**src/rtl/bsb_pkg.sv**
```systemverilog
package bsb_pkg;
  typedef enum logic {
    FETCH_IDLE = 1'b0,
    FETCH_RUN  = 1'b1
  } fetch_st_e;
endpackage

```
**src/rtl/bsb_fetch_seq.sv**
```systemverilog
module bsb_fetch_seq
  import bsb_pkg::*;
#(
  parameter  int WORD_W         = 16,
  parameter  int ADDR_W         = 17,
  parameter  int WORDS_PER_HALF = 4,
  localparam int WCNT_W         = $clog2(WORDS_PER_HALF),
  localparam int ICNT_W         = $clog2(WORDS_PER_HALF + 1),
  localparam int SLOT_W         = WCNT_W + 1
) (
  input  logic              clk,
  input  logic              rst,
  input  logic [1:0]        half_full,
  input  logic [WORD_W-1:0] mem_rdata,
  output logic              mem_rd_n,
  output logic [ADDR_W-1:0] mem_addr,
  output logic              wr_en,
  output logic [SLOT_W-1:0] wr_slot,
  output logic [WORD_W-1:0] wr_data,
  output logic              fill_done,
  output logic              fill_half
);
  localparam logic [WCNT_W-1:0] LAST_WORD = WCNT_W'(WORDS_PER_HALF - 1);
  localparam logic [ICNT_W-1:0] ISSUE_MAX = ICNT_W'(WORDS_PER_HALF);

  fetch_st_e         st;
  logic [ICNT_W-1:0] issued;
  logic [WCNT_W-1:0] landed;
  logic              cap_q;
  logic [ADDR_W-1:0] next_addr;

  always_ff @(posedge clk) begin
    if (rst) begin
      st        <= FETCH_IDLE;
      issued    <= '0;
      landed    <= '0;
      cap_q     <= 1'b0;
      next_addr <= '0;
      mem_addr  <= '0;
      mem_rd_n  <= 1'b1;
      fill_half <= 1'b0;
    end else begin
      cap_q    <= ~mem_rd_n;
      mem_rd_n <= 1'b1;
      case (st)
        FETCH_IDLE: begin
          if (!half_full[fill_half]) begin
            st     <= FETCH_RUN;
            issued <= '0;
          end
        end
        FETCH_RUN: begin
          if (issued < ISSUE_MAX) begin
            mem_rd_n  <= 1'b0;
            mem_addr  <= next_addr;
            next_addr <= next_addr + 1'b1;
            issued    <= issued + 1'b1;
          end
          if (cap_q) begin
            if (landed == LAST_WORD) begin
              landed    <= '0;
              st        <= FETCH_IDLE;
              fill_half <= ~fill_half;
            end else begin
              landed <= landed + 1'b1;
            end
          end
        end
        default: st <= FETCH_IDLE;
      endcase
    end
  end

  assign wr_en     = cap_q;
  assign wr_slot   = {fill_half, landed};
  assign wr_data   = mem_rdata;
  assign fill_done = cap_q && (landed == LAST_WORD);
endmodule

```
**src/rtl/bsb_word_store.sv**
```systemverilog
module bsb_word_store #(
  parameter  int WORD_W = 16,
  parameter  int SLOTS  = 8,
  localparam int SLOT_W = $clog2(SLOTS)
) (
  input  logic                    clk,
  input  logic                    wr_en,
  input  logic [SLOT_W-1:0]       wr_slot,
  input  logic [WORD_W-1:0]       wr_data,
  output logic [SLOTS*WORD_W-1:0] flat
);
  logic [WORD_W-1:0] slot_q [SLOTS];

  always_ff @(posedge clk) begin
    if (wr_en) slot_q[wr_slot] <= wr_data;
  end

  // slot 0 holds the earliest stream bits at the top of the flat vector
  for (genvar s = 0; s < SLOTS; s++) begin : g_flat
    assign flat[SLOTS*WORD_W-1-s*WORD_W -: WORD_W] = slot_q[s];
  end
endmodule

```
**src/rtl/bsb_window.sv**
```systemverilog
module bsb_window #(
  parameter  int STORE_W = 128,
  parameter  int WIN_W   = 16,
  localparam int PTR_W   = $clog2(STORE_W),
  localparam int CNT_W   = $clog2(WIN_W + 1),
  localparam int DBL_W   = STORE_W + WIN_W
) (
  input  logic               clk,
  input  logic               rst,
  input  logic [STORE_W-1:0] flat,
  input  logic [CNT_W-1:0]   consume,
  input  logic               set_en,
  input  logic               set_idx,
  output logic [1:0]         half_full,
  output logic [WIN_W-1:0]   win,
  output logic               win_vld_n
);
  logic [PTR_W-1:0] ptr, ptr_nxt, end_pos;
  logic [1:0]       full_nxt;
  logic [CNT_W-1:0] step;
  logic             h_lo, h_hi, ok, leave;
  logic [DBL_W-1:0] dbl, shifted;

  always_comb begin
    end_pos = ptr + PTR_W'(WIN_W - 1);
    h_lo    = ptr[PTR_W-1];
    h_hi    = end_pos[PTR_W-1];
    ok      = half_full[h_lo] & half_full[h_hi];
    step    = (consume > CNT_W'(WIN_W)) ? CNT_W'(WIN_W) : consume;
    ptr_nxt = ptr + (ok ? PTR_W'(step) : '0);
    leave   = ok && (ptr_nxt[PTR_W-1] != h_lo);
    full_nxt = half_full;
    if (leave)  full_nxt[h_lo]    = 1'b0;
    if (set_en) full_nxt[set_idx] = 1'b1;
  end

  always_ff @(posedge clk) begin
    if (rst) begin
      ptr       <= '0;
      half_full <= 2'b00;
    end else begin
      ptr       <= ptr_nxt;
      half_full <= full_nxt;
    end
  end

  assign dbl       = {flat, flat[STORE_W-1 -: WIN_W]};
  assign shifted   = dbl << ptr;
  assign win       = shifted[DBL_W-1 -: WIN_W];
  assign win_vld_n = ~ok;
endmodule

```
**src/rtl/bsb_prefetch.sv**
```systemverilog
module bsb_prefetch #(
  parameter  int STORE_W = 128,
  parameter  int WORD_W  = 16,
  parameter  int WIN_W   = 16,
  parameter  int ADDR_W  = 17,
  localparam int SLOTS   = STORE_W / WORD_W,
  localparam int WPH     = SLOTS / 2,
  localparam int SLOT_W  = $clog2(SLOTS),
  localparam int CNT_W   = $clog2(WIN_W + 1)
) (
  input  logic              clk,
  input  logic              rst,
  output logic              mem_rd_n,
  output logic [ADDR_W-1:0] mem_addr,
  input  logic [WORD_W-1:0] mem_rdata,
  input  logic [CNT_W-1:0]  consume,
  output logic [WIN_W-1:0]  win,
  output logic              win_vld_n
);
  logic [1:0]         half_full;
  logic               wr_en, fill_done, fill_half;
  logic [SLOT_W-1:0]  wr_slot;
  logic [WORD_W-1:0]  wr_data;
  logic [STORE_W-1:0] flat;

  bsb_fetch_seq #(
    .WORD_W(WORD_W), .ADDR_W(ADDR_W), .WORDS_PER_HALF(WPH)
  ) u_fetch (
    .clk(clk), .rst(rst), .half_full(half_full), .mem_rdata(mem_rdata),
    .mem_rd_n(mem_rd_n), .mem_addr(mem_addr), .wr_en(wr_en),
    .wr_slot(wr_slot), .wr_data(wr_data), .fill_done(fill_done),
    .fill_half(fill_half)
  );

  bsb_word_store #(.WORD_W(WORD_W), .SLOTS(SLOTS)) u_store (
    .clk(clk), .wr_en(wr_en), .wr_slot(wr_slot), .wr_data(wr_data),
    .flat(flat)
  );

  bsb_window #(.STORE_W(STORE_W), .WIN_W(WIN_W)) u_window (
    .clk(clk), .rst(rst), .flat(flat), .consume(consume),
    .set_en(fill_done), .set_idx(fill_half), .half_full(half_full),
    .win(win), .win_vld_n(win_vld_n)
  );
endmodule

```
**config.mk**
```make
export PLATFORM = sky130hd
export DESIGN_NAME = bsb_prefetch
export DESIGN_NICKNAME = d
export VERILOG_FILES = /design/src/rtl/bsb_pkg.sv /design/src/rtl/bsb_fetch_seq.sv /design/src/rtl/bsb_word_store.sv /design/src/rtl/bsb_window.sv /design/src/rtl/bsb_prefetch.sv
export SDC_FILE = /design/constraint.sdc
export NUM_CORES = 1
export LEC_CHECK = 0
export ABC_AREA = 1
export BUFFER_PORTS_ARGS = -buffer_cell sky130_fd_sc_hd__clkbuf_2
export CAP_MARGIN = 20
export CELL_PAD_IN_SITES_DETAIL_PLACEMENT = 0
export CELL_PAD_IN_SITES_GLOBAL_PLACEMENT = 2
export CORE_MARGIN = 5
export CORE_UTILIZATION = 31
export CTS_BUF_LIST = sky130_fd_sc_hd__clkbuf_16
export CTS_CLUSTER_DIAMETER = 50
export DETAILED_ROUTE_END_ITERATION = 16
export PLACE_DENSITY_LB_ADDON = 0.2
export SETUP_SLACK_MARGIN = 0.05
export SYNTH_ARGS = -nofsm -noshare
export SYNTH_HDL_FRONTEND = slang
export SYNTH_SLANG_ARGS = --single-unit
```
**constraint.sdc**
```tcl
create_clock -name clk -period 3.5 [get_ports clk]
set_clock_uncertainty 0.15 [all_clocks]
set_input_delay 0.175 -clock clk [delete_from_list [all_inputs] [get_ports clk]]
set_output_delay 0.175 -clock clk [all_outputs]
set_load 0.05 [all_outputs]
```
After elaboration in Yosys (flattened, before gate mapping)

Memories as Yosys holds them, arrays and structs flattened.
Cells that the tools add are included.

Output and inout bits: 35
Memories kept: 1
Bits of input ports: 23
Flip-flop bits (word level): 52
Logic and storage cells: 70
Bits in writable memories: 128

Memory list:

| name           | words | width | read ports | clocked after Yosys merged registers in | write ports | RTL line             | source |
|---|---|---|---|---|---|---|---|
| u_store.slot_q | 8     | 16    | 8          | 0                                       | 1           | bsb_word_store.sv:12 | `logic [WORD_W-1:0] slot_q [SLOTS];` |

Add/sub/neg operators: 5
Reductions and logical operators: 9
Muxes and demuxes: 25
Equality and inequality tests: 4
Shifts and indexed selects: 1
Magnitude comparators: 7
Bitwise gates (word level): 8

Operators with widths:

| kind                                                       | number |
|---|---|
| left shift 144 x 7 -> 144 bit                              | 1 |
| adder 17 x 1 -> 17 bit, second input constant              | 1 |
| 2-to-1 mux 1 bit                                           | 14 |
| 2-to-1 mux 5 bit                                           | 2 |
| adder 7 x 4 -> 7 bit, second input constant                | 1 |
| adder 7 bit                                                | 1 |
| less-than comparator 1 x 2 -> 1 bit, second input constant | 3 |
| 2-to-1 mux 2 bit                                           | 3 |
| 2-to-1 mux 3 bit                                           | 2 |
| one-hot mux 3 bit (2 select lines)                         | 1 |
| AND reduction 2 bit                                        | 3 |
| > comparator 5 bit, second input constant                  | 1 |
| logical AND 1 bit                                          | 4 |
| inequality test 2 bit, second input constant               | 2 |
| NOT 1 bit                                                  | 4 |
| adder 3 x 1 -> 3 bit, second input constant                | 1 |
| less-than comparator 3 bit, second input constant          | 1 |
| AND reduction 3 bit                                        | 1 |
| adder 2 x 1 -> 2 bit, second input constant                | 1 |
| bitwise AND 2 bit                                          | 1 |
| demux 1 bit (select 1 bit)                                 | 2 |
| equality test 2 bit, second input constant                 | 1 |
| >= comparator 1 bit, second input constant                 | 2 |
| NOT 2 bit                                                  | 1 |
| 5 further kinds                                            | 5 |

Depth between registers and ports, before layout

Gate-level depths: netlist (run 1).

Depth after elaboration: 11
Depth in mapped cells: 17
Mapped depth without buffers: 15

By module

A second synthesis (run 1) with hierarchy kept.

Cell total of the unflattened synthesis: 2,005
Area total of the unflattened synthesis: 13,322.8 sq um

By module, submodules not included:

| module         | area an instance (sq um) | sequential area each (sq um) | cells each | instances |
|---|---|---|---|---|
| bsb_window     | 7,434.6                  | 180.2                        | 1,582      | 1 |
| bsb_word_store | 3,907.5                  | 3,843.7                      | 145        | 1 |
| bsb_fetch_seq  | 1,980.6                  | 860.8                        | 278        | 1 |

Least setup slack after synthesis (run 1)

Ideal clock, no wire load.

Path type: flip-flop to flip-flop
From: register u_window.ptr[1]
To: register u_window.ptr[5]
Cell stages (with the launch flop): 18
Period minus slack after synthesis: 2,851 ps
Setup time: 70 ps
Path buffers: 2
Arrival: 2,632 ps
Setup slack: 649 ps
Required time: 3,280 ps
Path through: dfxtp_1 > inv_2 > buf_2 > buf_4 > nand4_1 > nand2_1 > nand2_1 > nand2_1 > nand2_1 > nor3b_1 > ha_1 > nand3_1 > nand2_1 > nand2_1 > nand2_1 > a21oi_1 > o21ai_0 > a21oi_1

Cells in the longest elaborated chain, start to end: 6

Ends and longest elaborated chain:

| what                                                | RTL line         | source |
|---|---|---|
| from (decl)                                         | bsb_window.sv:18 | `logic [PTR_W-1:0] ptr, ptr_nxt, end_pos;` |
| from (signal assigned)                              | bsb_window.sv:42 | `ptr <= ptr_nxt;` |
| adder 7 x 4 -> 7 bit                                | bsb_window.sv:25 | `end_pos = ptr + PTR_W'(WIN_W - 1);` |
| 2-to-1 mux 1 bit (implied by the code) (2 in a row) | bsb_window.sv:28 | `ok = half_full[h_lo] & half_full[h_hi];` |
| bitwise AND 1 bit                                   | bsb_window.sv:28 |  |
| 2-to-1 mux 5 bit                                    | bsb_window.sv:30 | `ptr_nxt = ptr + (ok ? PTR_W'(step) : '0);` |
| adder 7 bit (*)                                     | bsb_window.sv:30 |  |

Every way passes the cells marked *; elsewhere a longest branch is shown, timed or not. The select of a mux whose other input is x is not followed.
A chain may end at the register's enable or synchronous reset.

Final worst setup path (run 1)

From: register u_window.ptr[0]
To: output port win[15]

Cells in the longest elaborated chain, start to end: 1

Ends and longest elaborated chain:

| what                          | RTL line           | source |
|---|---|---|
| left shift 144 x 7 -> 144 bit | bsb_window.sv:48   | `assign shifted = dbl << ptr;` |
| to (decl)                     | bsb_prefetch.sv:17 | `output logic [WIN_W-1:0] win,` |

Every way passes these cells.

==> qor.log, run 1 <==
qor: placed_design.post-dp-hpwl 37.5 mm
qor: cells_and_area.layout-area-overhead-vs-synth 9.46%
qor: sta.layout_worst_path_cycle_share 91.0%
qor: detailed_routing.drc 0
qor: grt.grt_pass1_vias 13,100
qor: sta.slew-limit-headroom 47.9%
qor: sta.setup_total_negative_slack 0 ns
qor: power_and_ir_drop.leakage_power 5.80 nW
qor: clocking.ctsHtreeMaxLevel 4
qor: floorplanning.initial_cell_density_of_the_core 31.3%
qor: sta.worst_slew_pin_slew 0.781 ns
qor: yosys.post_synth_edffs 128
qor: yosys.synth_top_cell_by_area nand3_1
qor: clocking.tritoncts yes
qor: clocking.numCtsBuffers 17
qor: setup_path.critical_path.startpoint_type flop
qor: detailed_routing.dr.pass1.iters 5
qor: power_and_ir_drop.design_power_total 4.59 mW
qor: floorplanning.die_area 46,500 sq um
qor: setup_path.path_max_fanout 129
qor: floorplanning.io_pins 58
qor: yosys.register_area_share_after_synthesis 37.3%
qor: yosys.ys_seq_elements 180
qor: power_and_ir_drop.power.ir.vdd_worst 0.326 mV
qor: detailed_routing.wire_per_inst 22.1 um
qor: sta.timing.final.max_slew_violations 0
qor: clocking.worst_skew_pair.late_latency 0.47 ns
qor: detailed_routing.route.antenna.remaining_nets 0
qor: floorplanning.chipWidth 216 um
qor: grt.grt_start_max_net_pins 161
qor: yosys.synth_cells 1,990
qor: cells_and_area.drive_above_1_share 6.61%
qor: yosys.synth_area 13,100 sq um
qor: grt.grt_antenna_before_repair 5
qor: sta.period_minus_slack 3.18 ns
qor: min_path.worstHoldPathType in2reg
qor: yosys.synthArstFlopShare 0%
qor: sta.final_hold_viol_count 0
qor: flow_run.cap_viol_max_count 0
qor: grt.grt_pass1_wl 83.4 mm
qor: cells_and_area.antenna_cells_inserted 0
qor: setup_path.kind_of_capture_point_of_the_worst_setup_path output pin
qor: sta.fmax 0.314 GHz
qor: sta.rsz_0062_raised_after_global_routing no
qor: placed_design.routabilityCongestion 0.879
qor: yosys.yosysUniqueCellTypes 28
qor: yosys.synth_ff_type edfxtp_1
qor: placed_design.place.port_buffers 57
qor: yosys.synthesis.yosys.warnings 0
qor: setup_path.required 3.17 ns
qor: grt.grt_util_all_layers 23.5%
qor: floorplanning.core.rowCount 75
qor: clocking.ctsLongestPathBuffers 2
qor: sta.finalSetupViolCount 0
qor: clocking.clock_slew_seen_by_the_registers_of_the_worst_setup_and_hold_paths 0.08 ns
qor: floorplanning.die_h 216 um
qor: detailed_routing.routed_wl 55.3 mm
qor: detailed_routing.vias_per_cell 5.56
qor: floorplanning.core_region_area 41,900 sq um
qor: yosys.mappedNetlistNets 2,022
qor: yosys.synth_top_area_cells nand3_1, edfxtp_1, nand2_1
qor: yosys.synthesis.area_per_instance 6.58 sq um
qor: clocking.clock_tree_root_buffer_cell clkbuf_16
qor: setup_path.worstPathArrival 2.86 ns
qor: setup_path.criticalPathCategory reg2out
qor: power_and_ir_drop.pwr_density_cell 321 nW/um^2
qor: yosys.synth_top_cell_area_share 29.8%
qor: detailed_routing.vias 13,900
qor: detailed_routing.drt_iter0_markers 1,554
qor: grt.gr-total-overflow 0
qor: cells_and_area.num-nets-final 1,986
qor: status.outcome finished, final reports clean
qor: clocking.clock_sinks 180
## worst max-delay path, cell delays in order (launching register included)
cell and delay (ns):
dfxtp_4 0.40, buf_16 0.43, nand2_1 0.17, nand3_1 0.15, nand3_1 0.11, nand2_1 0.13, nand2_1 0.05, nand3_1 0.12
nand2_1 0.06, nor2_1 0.14, nand2_1 0.11, nand2_1 0.12, clkbuf_2 0.29
## timing repair
item	in CTS	in global routing
resized for setup	0	2
hold endpoints to repair	3	0
hold buffers	1	0
endpoints found under the setup margin	0	1
buffers inserted	0	0
## logic make-up (layout without fill, tap and decap cells)
family                   after synthesis  after routing  share of synthesized area, %
AO/OA/AOI/OAI                        102            102                          3.97
buffers and inverters                186            163                          6.52
flip-flops                           180            180                          37.3
adder cells (fa/ha/maj)                9              9                         0.917
XOR/XNOR                               3              3                         0.201
AND/OR/NAND/NOR                     1510           1510                          51.1
## power by group
| group | switching, mW | total (mW) | leakage, nW | internal [mW] |
|---|---|---|---|---|
| clock | 1.03 | 1.98 | 0.284 | 0.956 |
| sequential | 0.0188 | 2.32 | 1.58 | 2.30 |
| combinational | 0.237 | 0.291 | 3.94 | 0.0532 |
| total | 1.28 | 4.59 | 5.80 | 3.31 |
## Yosys cell counts, types with 2 or more instances
| master | n |
|---|---|
| buf_1 | 15 |
| nand3_1 | 779 |
| buf_6 | 4 |
| buf_4 | 12 |
| nor2_2 | 2 |
| dfxtp_1 | 52 |
| nor3b_1 | 2 |
| nor3_1 | 6 |
| inv_2 | 5 |
| nand4_1 | 7 |
| a211oi_1 | 2 |
| clkbuf_1 | 45 |
| buf_2 | 64 |
| ha_1 | 8 |
| nor2_1 | 109 |
| o21ai_0 | 32 |
| clkinv_1 | 2 |
| edfxtp_1 | 128 |
| xor2_1 | 3 |
| a21oi_1 | 66 |
| inv_1 | 39 |
| nand2_1 | 602 |
## metal layers
| layer | track usage (%) | share of wire [%] |
|---|---|---|
| met1 | 34.9 | 49 |
| met4 | 5.65 | 1.8 |
| met5 | 0 | 0.036 |
| met2 | 35.6 | 43 |
| met3 | 3.92 | 6.1 |
## flip-flops by register name, summed over array words and instances (netlist names)
signal              count
u_fetch.mem_rd_n        1
u_fetch.landed          2
u_fetch.fill_half       1
u_fetch.mem_addr       17
u_fetch.next_addr      17
u_fetch.issued          3
u_fetch.wr_en           1
u_window.ptr            7
u_fetch.st              1
u_store.slot_q        128
u_window.half_full      2
## area by class of cell
type,count,area [sq um]
Clock buffer,17,425
Clock inverter,15,165
Fill cell,4650,27500
Inverter,46,184
Multi-Input combinational cell,1624,7360
Sequential cell,180,4900
Tap cell,539,674
Timing Repair Buffer,85,626
## cells in the final DEF, fill, tap and decap left out
cell type	n
dlygate4sd3_1	1
clkbuf_2	57
nor3b_1	2
o21ai_0	32
a21oi_1	66
nor2_1	108
nand2_1	602
a211oi_1	2
and2_1	1
inv_1	38
clkinv_8	5
clkinv_2	1
edfxtp_1	128
nor2_2	3
nand3_1	779
nand4_1	7
clkbuf_16	17
dfxtp_4	4
xor2_1	3
inv_8	2
dfxtp_1	48
inv_4	2
o31ai_1	1
inv_2	2
buf_4	18
a31oi_1	1
fa_1	1
nor3_2	1
clkinv_4	1
buf_12	7
nor3_1	6
clkinvlp_2	1
clkinv_1	3
buf_16	2
nand2_2	1
ha_1	8
inv_6	6
## through the flow
step	cells	cell area, sq um	hold WS [ns]	util (%)	setup WS [ns]
global route	2506	14300	0.120	34.2	0.0846
finish	2506	14300	0.0956	34.2	0.316
CTS	2505	14300	0.0538	34.2	0.285
global placement	2472	13700	0.296	32.7	0.759
floorplan	1990	13100	0.124	-	0.649
detailed placement	2472	13700	0.296	32.7	0.711
## path summary, 6_finish.rpt
kind,startpoint,endpoint,slack (ns),depth (start not counted)
max,u_window.ptr[0],win[15],0.32,12
min reg2reg,u_fetch.mem_rd_n,u_fetch.wr_en,0.30,1
min,consume[0],u_window.ptr[0],0.1,6
max reg2reg,u_window.ptr[6],u_window.half_full[0],0.67,12
No activity file was read; power rests on OpenSTA's default activity.
==> run 2, diff against run 1 <==
BUFFER_PORTS_ARGS = default   (was -buffer_cell sky130_fd_sc_hd__clkbuf_2)
CORE_MARGIN = 4   (was 5)
DONT_BUFFER_PORTS = 1   (was default)
REMOVE_ABC_BUFFERS = 1   (was default)
==> run 2 against run 1 <==
  * Critical path depth did not move
  * Combinational power is 37% lower
  * Fmax decreased by 0.27%
  * Critical path type unchanged
  * Register-to-register slack improved by 0.28 ns
  * Largest cell class unchanged
==> qor.log, run 2 (synthesis gave the netlist of run 1 again) <==
qor: setup_path.cp_common_cell nand2_1
qor: detailed_routing.drt_iter0_markers 1,233 [-21%]
qor: power_and_ir_drop.leakage_power 5.63 nW [-3.0%]
qor: setup_path.crit_path_top_delay_cell buf_12
qor: power_and_ir_drop.combPwrFrac 4.1% [-2.2 points]
qor: placed_design.routabilityCongestion 0.818 [-6.9%]
qor: power_and_ir_drop.design_power_total 4.49 mW [-2.2%]
qor: sta.period_minus_slack 3.19 ns [+0.00856 ns]
qor: floorplanning.chipWidth 214 um [-0.93%]
qor: grt.grt_start_max_net_pins 161 [unchanged]
qor: cells_and_area.largest_register_ffs 128 [unchanged]
qor: cells_and_area.mostFrequentLayoutCells nand3_1, nand2_1, edfxtp_1
qor: placed_design.numPlacedInstances 2,420 [-2.1%]
qor: min_path.worstHoldPathType in2reg
qor: floorplanning.die_area 45,600 sq um [-1.8%]
qor: setup_path.crit_chain buf_12 -> nand2_1 -> nand3_1 -> nand3_1 -> nand2_1 -> nand2_1 -> nand2_1 -> nor2_1 -> nor2_1 -> nand2_1 -> nand2_1 -> buf_4
qor: cells_and_area.largest_registers u_store.slot_q: 128 flops, u_fetch.mem_addr: 17 flops, u_fetch.next_addr: 17 flops
qor: power_and_ir_drop.p_switching 1.19 mW [-7.4%]
qor: detailed_routing.drc 0 [unchanged]
qor: clocking.cts-resized-gates 0 [unchanged]
qor: clocking.worst_skew_pair.late_latency 0.45 ns [-0.02 ns]
qor: sta.layout_worst_path_cycle_share 91.2% [+0.24 points]
qor: detailed_routing.wire_per_inst 22.9 um [+3.7%]
qor: cells_and_area.drive_above_1_share 4.04% [-2.6 points]
qor: clocking.numCtsBuffers 17 [unchanged]
qor: clocking.postCtsSetupRepairBufs 0 [unchanged]
qor: sta.finalSetupViolCount 0 [unchanged]
qor: grt.grt_pass1_vias 13,200 [+0.85%]
qor: detailed_routing.vias_per_cell 5.56 [about the same]
qor: floorplanning.core.rowCount 75 [unchanged]
qor: detailed_routing.vias 13,700 [-1.4%]
qor: status.outcome finished, final reports clean
qor: setup_path.worstPathArrival 2.87 ns [about the same]
qor: flow_run.cap_viol_max_count 0 [unchanged]
qor: sta.rsz_0062_raised_after_global_routing no
qor: clocking.tritoncts yes
qor: detailed_routing.route.antenna.remaining_nets 0 [unchanged]
qor: grt.grt_antenna_before_repair 2 [-3]
qor: power_and_ir_drop.switching_power_as_a_share_of_total_power 26.4% [-1.5 points]
qor: power_and_ir_drop.share_clk_of_total_power 43.0% [-0.2 points]
qor: setup_path.criticalPathCategory reg2out
qor: sta.slew-limit-headroom 37.9% [-10 points]
qor: detailed_routing.routed_wl 56.5 mm [+2.2%]
qor: setup_path.required 3.17 ns [about the same]
qor: clocking.ctsLongestPathBuffers 2 [unchanged]
qor: clocking.clock_sinks 180 [unchanged]
qor: sta.final_hold_viol_count 0 [unchanged]
qor: power_and_ir_drop.p_int 3.30 mW [-0.20%]
qor: floorplanning.die_h 214 um [-0.93%]
qor: cells_and_area.layout.cells.non_filler 2,471 [-1.4%]
qor: setup_path.max_incr_delay_on_cp 0.45 ns [+0.02 ns]
qor: setup_path.critical_path.startpoint_type flop
qor: floorplanning.io_pins 58 [unchanged]
qor: grt.grt_util_all_layers 24.4% [+0.95 points]
qor: setup_path.kind_of_capture_point_of_the_worst_setup_path output pin
qor: setup_path.path_max_fanout 129 [unchanged]
qor: power_and_ir_drop.power.ir.vdd_worst 0.363 mV [+11%]
qor: clocking.clock_slew_seen_by_the_registers_of_the_worst_setup_and_hold_paths 0.07 ns [about the same]
qor: detailed_routing.dr.pass1.iters 5 [unchanged]
qor: cells_and_area.layout-area-overhead-vs-synth 8.56%
qor: clocking.clock_tree_root_buffer_cell clkbuf_16
qor: cells_and_area.num-nets-final 1,950 [-1.8%]
qor: grt.gr-total-overflow 0 [unchanged]
qor: power_and_ir_drop.seqPwrFrac 53.0% [+2.5 points]
qor: placed_design.post-dp-hpwl 39.2 mm [+4.6%]
qor: sta.worst_slew_pin_slew 0.926 ns [+0.144 ns]
qor: grt.grt_pass1_wl 83.2 mm [-0.22%]
qor: power_and_ir_drop.pwr_density_cell 316 nW/um^2 [-1.4%]
qor: cells_and_area.register_with_the_most_flip_flops u_store.slot_q
qor: sta.fmax 0.313 GHz [-0.27%]
qor: placed_design.place.port_buffers 0 [-100%]
qor: floorplanning.initial_cell_density_of_the_core 31.3% [unchanged]
qor: sta.timing.final.max_slew_violations 0 [unchanged]
qor: clocking.ctsHtreeMaxLevel 4 [unchanged]
qor: cells_and_area.final_common_cell nand3_1
qor: floorplanning.core_region_area 41,900 sq um [unchanged]
## run 2: layout make-up
cell class	instances	area [sq um]
diodes	1	2.50
fillers	4622	27600
clock buffers	17	425
multi-input cells	1624	7360
flip-flops and latches	180	4900
clock inverters	15	158
inverters	46	180
well taps	539	674
repair buffers	49	517
## run 2: what timing repair did
item                                    4_1_cts  5_1_grt
hold buffers                                 18        0
endpoints found under the hold margin       145        0
endpoints found under the setup margin        0        0
## run 2: final timing paths
check	startpoint	cells past startpoint	slack (ns)	to
worst max register to register	u_window.ptr[6]	13	0.95	u_window.ptr[5]
worst max-delay path	u_window.ptr[0]	12	0.31	win[13]
worst min register to register	u_window.ptr[6]	1	0.30	u_window.ptr[6]
worst min-delay path	consume[2]	4	0.06	u_window.ptr[2]
## run 2: critical path: cells and delay by family, from the launching register on
family                 cells  cell delay (ns)
buffers and inverters      2             0.64
DFF                        1             0.37
and+or+nand+nor           10             1.30
## run 2: power by group through the flow
| stage | clock, mW | combinational [mW] | sequential, mW |
|---|---|---|---|
| finish | 1.93 | 0.183 | 2.38 |
| detailed placement | 0 | 0.120 | 2.43 |
| floorplan | 0 | 0.0895 | 2.42 |
| CTS | 1.98 | 0.182 | 2.38 |
| global route | 2.07 | 0.198 | 2.38 |
| global placement | 0 | 0.120 | 2.43 |
## run 2: per-layer routing
layer,track usage (%),routed length (um),vias to the layer above
li1,-,-,6733
met1,31.1,23400,6483
met2,42.9,28400,444
met3,2.90,2700,87
met4,8.63,2000,0
met5,0,0,-
## run 2: per-stage QoR
step / hold slack, ns / util [%] / TNS [ns] / setup WS [ns] / area [sq um]
2_1_floorplan: 0.0941 / - / -79.41 / -3.80 / 12400
3_3_place_gp: 0.0910 / 32.1 / 0 / 0.835 / 13400
3_5_place_dp: 0.0931 / 32.1 / 0 / 0.854 / 13500
4_1_cts: 0.0450 / 34.0 / 0 / 0.332 / 14200
5_1_grt: 0.0781 / 34.0 / 0 / 0.116 / 14200
6_report: 0.0626 / 34.0 / 0 / 0.308 / 14200
==> run 3, diff against run 2 <==
CELL_PAD_IN_SITES_DETAIL_PLACEMENT = 1   (was 0)
==> run 3 against run 2 <==
  * Flip-flop and latch count unchanged
  * Sequential power about the same
  * Register-to-register slack worse by 0.06 ns
  * Total power up 2.2%
  * Fmax about the same
  * Non-clock buffer count unchanged
  * Combinational power about the same
  * Die area unchanged
  * Critical path depth unchanged
  * Final cell count unchanged
  * Global-route usage up 0.99 points
  * Worst setup slack worse by 0.0016 ns
  * Largest power group unchanged
==> qor.log, run 3 (synthesis gave the netlist of run 1 again) <==
qor: status.outcome finished, final reports clean
qor: sta.setup_total_negative_slack 0 ns [unchanged]
qor: setup_path.number_of_buffer_and_inverter_stages_on_the_critical_path 2 [unchanged]
qor: detailed_routing.drt_iter0_markers 921 [-25%]
qor: floorplanning.io_pins 58 [unchanged]
qor: min_path.worstHoldPathType in2reg
qor: cells_and_area.fillerInstances 5,339 [+16%]
qor: grt.grt_start_max_net_pins 161 [unchanged]
qor: sta.slew-limit-headroom 36.4% [-1.5 points]
qor: setup_path.path_max_fanout 128 [-0.78%]
qor: clocking.ctsHtreeMaxLevel 4 [unchanged]
qor: power_and_ir_drop.leakage_power 5.65 nW [+0.31%]
qor: cells_and_area.largest_registers u_store.slot_q: 128 flops, u_fetch.mem_addr: 17 flops, u_fetch.next_addr: 17 flops
qor: detailed_routing.routed_wl 58.6 mm [+3.7%]
qor: placed_design.routabilityCongestion 0.818 [unchanged]
qor: detailed_routing.wire_per_inst 23.7 um [+3.7%]
qor: setup_path.crit_chain inv_4 -> buf_12 -> nand2_1 -> nand3_1 -> nand3_1 -> nand2_1 -> nand2_1 -> nand3_1 -> nand2_1 -> nor2_1 -> nand2_1 -> nand2_1
qor: detailed_routing.dr.pass1.iters 5 [unchanged]
qor: floorplanning.die_area 45,600 sq um [unchanged]
qor: setup_path.max_incr_delay_on_cp 0.43 ns [-0.02 ns]
qor: cells_and_area.largest_register_ffs 128 [unchanged]
qor: sta.worst_slew_pin_slew 0.948 ns [+0.0227 ns]
qor: clocking.ctsLongestPathBuffers 2 [unchanged]
qor: power_and_ir_drop.power.ir.vdd_worst 0.577 mV [+59%]
qor: sta.fmax 0.313 GHz [about the same]
qor: cells_and_area.num-nets-final 1,950 [unchanged]
qor: clocking.clock_tree_root_buffer_cell clkbuf_16
qor: detailed_routing.vias_per_cell 5.62 [+0.97%]
qor: setup_path.cp_common_cell nand2_1
qor: cells_and_area.layout.cells.non_filler 2,471 [unchanged]
qor: clocking.postCtsSetupRepairBufs 0 [unchanged]
qor: floorplanning.chipWidth 214 um [unchanged]
qor: cells_and_area.final_common_cell nand3_1
qor: clocking.numCtsBuffers 17 [unchanged]
qor: clocking.clock_sinks 180 [unchanged]
qor: sta.timing.final.max_slew_violations 0 [unchanged]
qor: grt.grt_pass1_vias 14,200 [+7.9%]
qor: placed_design.numPlacedInstances 2,420 [unchanged]
qor: clocking.clock_slew_seen_by_the_registers_of_the_worst_setup_and_hold_paths 0.07 ns [about the same]
qor: cells_and_area.register_with_the_most_flip_flops u_store.slot_q
qor: grt.grt_pass1_wl 87.3 mm [+4.8%]
qor: power_and_ir_drop.pwr_density_cell 322 nW/um^2 [+2.0%]
qor: setup_path.critPathTopFamily simple AND/OR/NAND/NOR gates
qor: sta.rsz_0062_raised_after_global_routing no
qor: placed_design.place.port_buffers 0 [unchanged]
qor: cells_and_area.mostFrequentLayoutCells nand3_1, nand2_1, edfxtp_1
qor: clocking.tritoncts yes
qor: grt.gr-total-overflow 0 [unchanged]
qor: detailed_routing.drc 0 [unchanged]
qor: floorplanning.core_region_area 41,900 sq um [unchanged]
qor: cells_and_area.layout-area-overhead-vs-synth 8.73%
qor: setup_path.crit_path_top_delay_cell nand2_1
qor: sta.layout_worst_path_cycle_share 91.2% [about the same]
qor: setup_path.required 3.17 ns [about the same]
qor: sta.finalSetupViolCount 0 [unchanged]
qor: floorplanning.die_h 214 um [unchanged]
qor: detailed_routing.vias 13,900 [+0.97%]
qor: power_and_ir_drop.design_power_total 4.59 mW [+2.2%]
qor: sta.final_hold_viol_count 0 [unchanged]
qor: setup_path.worstPathArrival 2.87 ns [about the same]
qor: setup_path.kind_of_capture_point_of_the_worst_setup_path output pin
qor: floorplanning.core.rowCount 75 [unchanged]
qor: cells_and_area.finalCoreUtilization 34.0% [+0.054 points]
qor: grt.grt_antenna_before_repair 2 [unchanged]
qor: setup_path.critical_path.startpoint_type flop
qor: placed_design.post-dp-hpwl 41.1 mm [+4.8%]
qor: setup_path.rrSetupSlack 0.89 ns [-0.06 ns]
qor: detailed_routing.route.antenna.remaining_nets 0 [unchanged]
qor: flow_run.cap_viol_max_count 0 [unchanged]
qor: cells_and_area.drive_above_1_share 4.04% [unchanged]
qor: floorplanning.initial_cell_density_of_the_core 31.3% [unchanged]
qor: grt.grt_util_all_layers 25.4% [+0.99 points]
qor: sta.period_minus_slack 3.19 ns [+0.00162 ns]
qor: setup_path.criticalPathCategory reg2out
qor: clocking.worst_skew_pair.late_latency 0.45 ns [about the same]
-- run 3: cell count changes in the layout (fill, tap and decap cells not counted), sizes merged --
cell	before	now
clkinv	6	5
bufinv	0	1
inv	52	53
clkinvlp	3	2
-- run 3: routing by layer --
metal | vias up | GRT usage [%] | part of all wire (%)
met3 | 97 | 2.97 | 3.9
li1 | 6721 | - | -
met2 | 369 | 45.0 | 50
met4 | 0 | 10.7 | 4.1
met5 | - | 0 | 0
met1 | 6693 | 31.4 | 42
-- run 3: power breakdown --
part	internal, mW	switching (mW)
registers	2.30	0.0772
clock network	1.03	0.997
logic	0.0460	0.138
total	3.38	1.21
-- run 3: worst paths after layout --
| path | cells after the start | start | to |
|---|---|---|---|
| max | 12 | u_window.ptr[0] | win[9] |
| min | 4 | consume[2] | u_window.ptr[2] |
| max reg2reg | 13 | u_window.ptr[6] | u_window.ptr[5] |
| min reg2reg | 1 | u_window.ptr[6] | u_window.ptr[6] |
-- run 3: metrics by stage --
stage | cell area [sq um] | hold WS [ns] | setup WS, ns
5_1_grt | 14200 | 0.130 | 0.0945
3_5_place_dp | 13500 | 0.0929 | 0.824
2_1_floorplan | 12400 | 0.0941 | -3.80
4_1_cts | 14200 | 0.0628 | 0.325
3_3_place_gp | 13400 | 0.0910 | 0.835
6_report | 14200 | 0.0753 | 0.306
-- run 3: final cells by class --
type                    count  area (sq um)  share of cell area [%]
diodes                      1          2.50                  0.0176
multi-input cells        1624          7360                    51.7
inverters                  46           180                    1.27
flip-flops and latches    180          4900                    34.4
clock buffers              17           425                    2.99
clock inverters            15           180                    1.27
well taps                 539           674                    4.74
repair buffers             49           517                    3.63
-- run 3: tightest hold or removal path, cell delays in order --
cell     delay, ns
nand2_1       0.03
nor2_1        0.11
ha_1          0.23
a21oi_1       0.09
-- run 3: what timing repair did --
action / in CTS / in global routing
endpoints found under the hold margin: 145 / 0
resized for setup: 0 / 0
hold buffers: 18 / 0
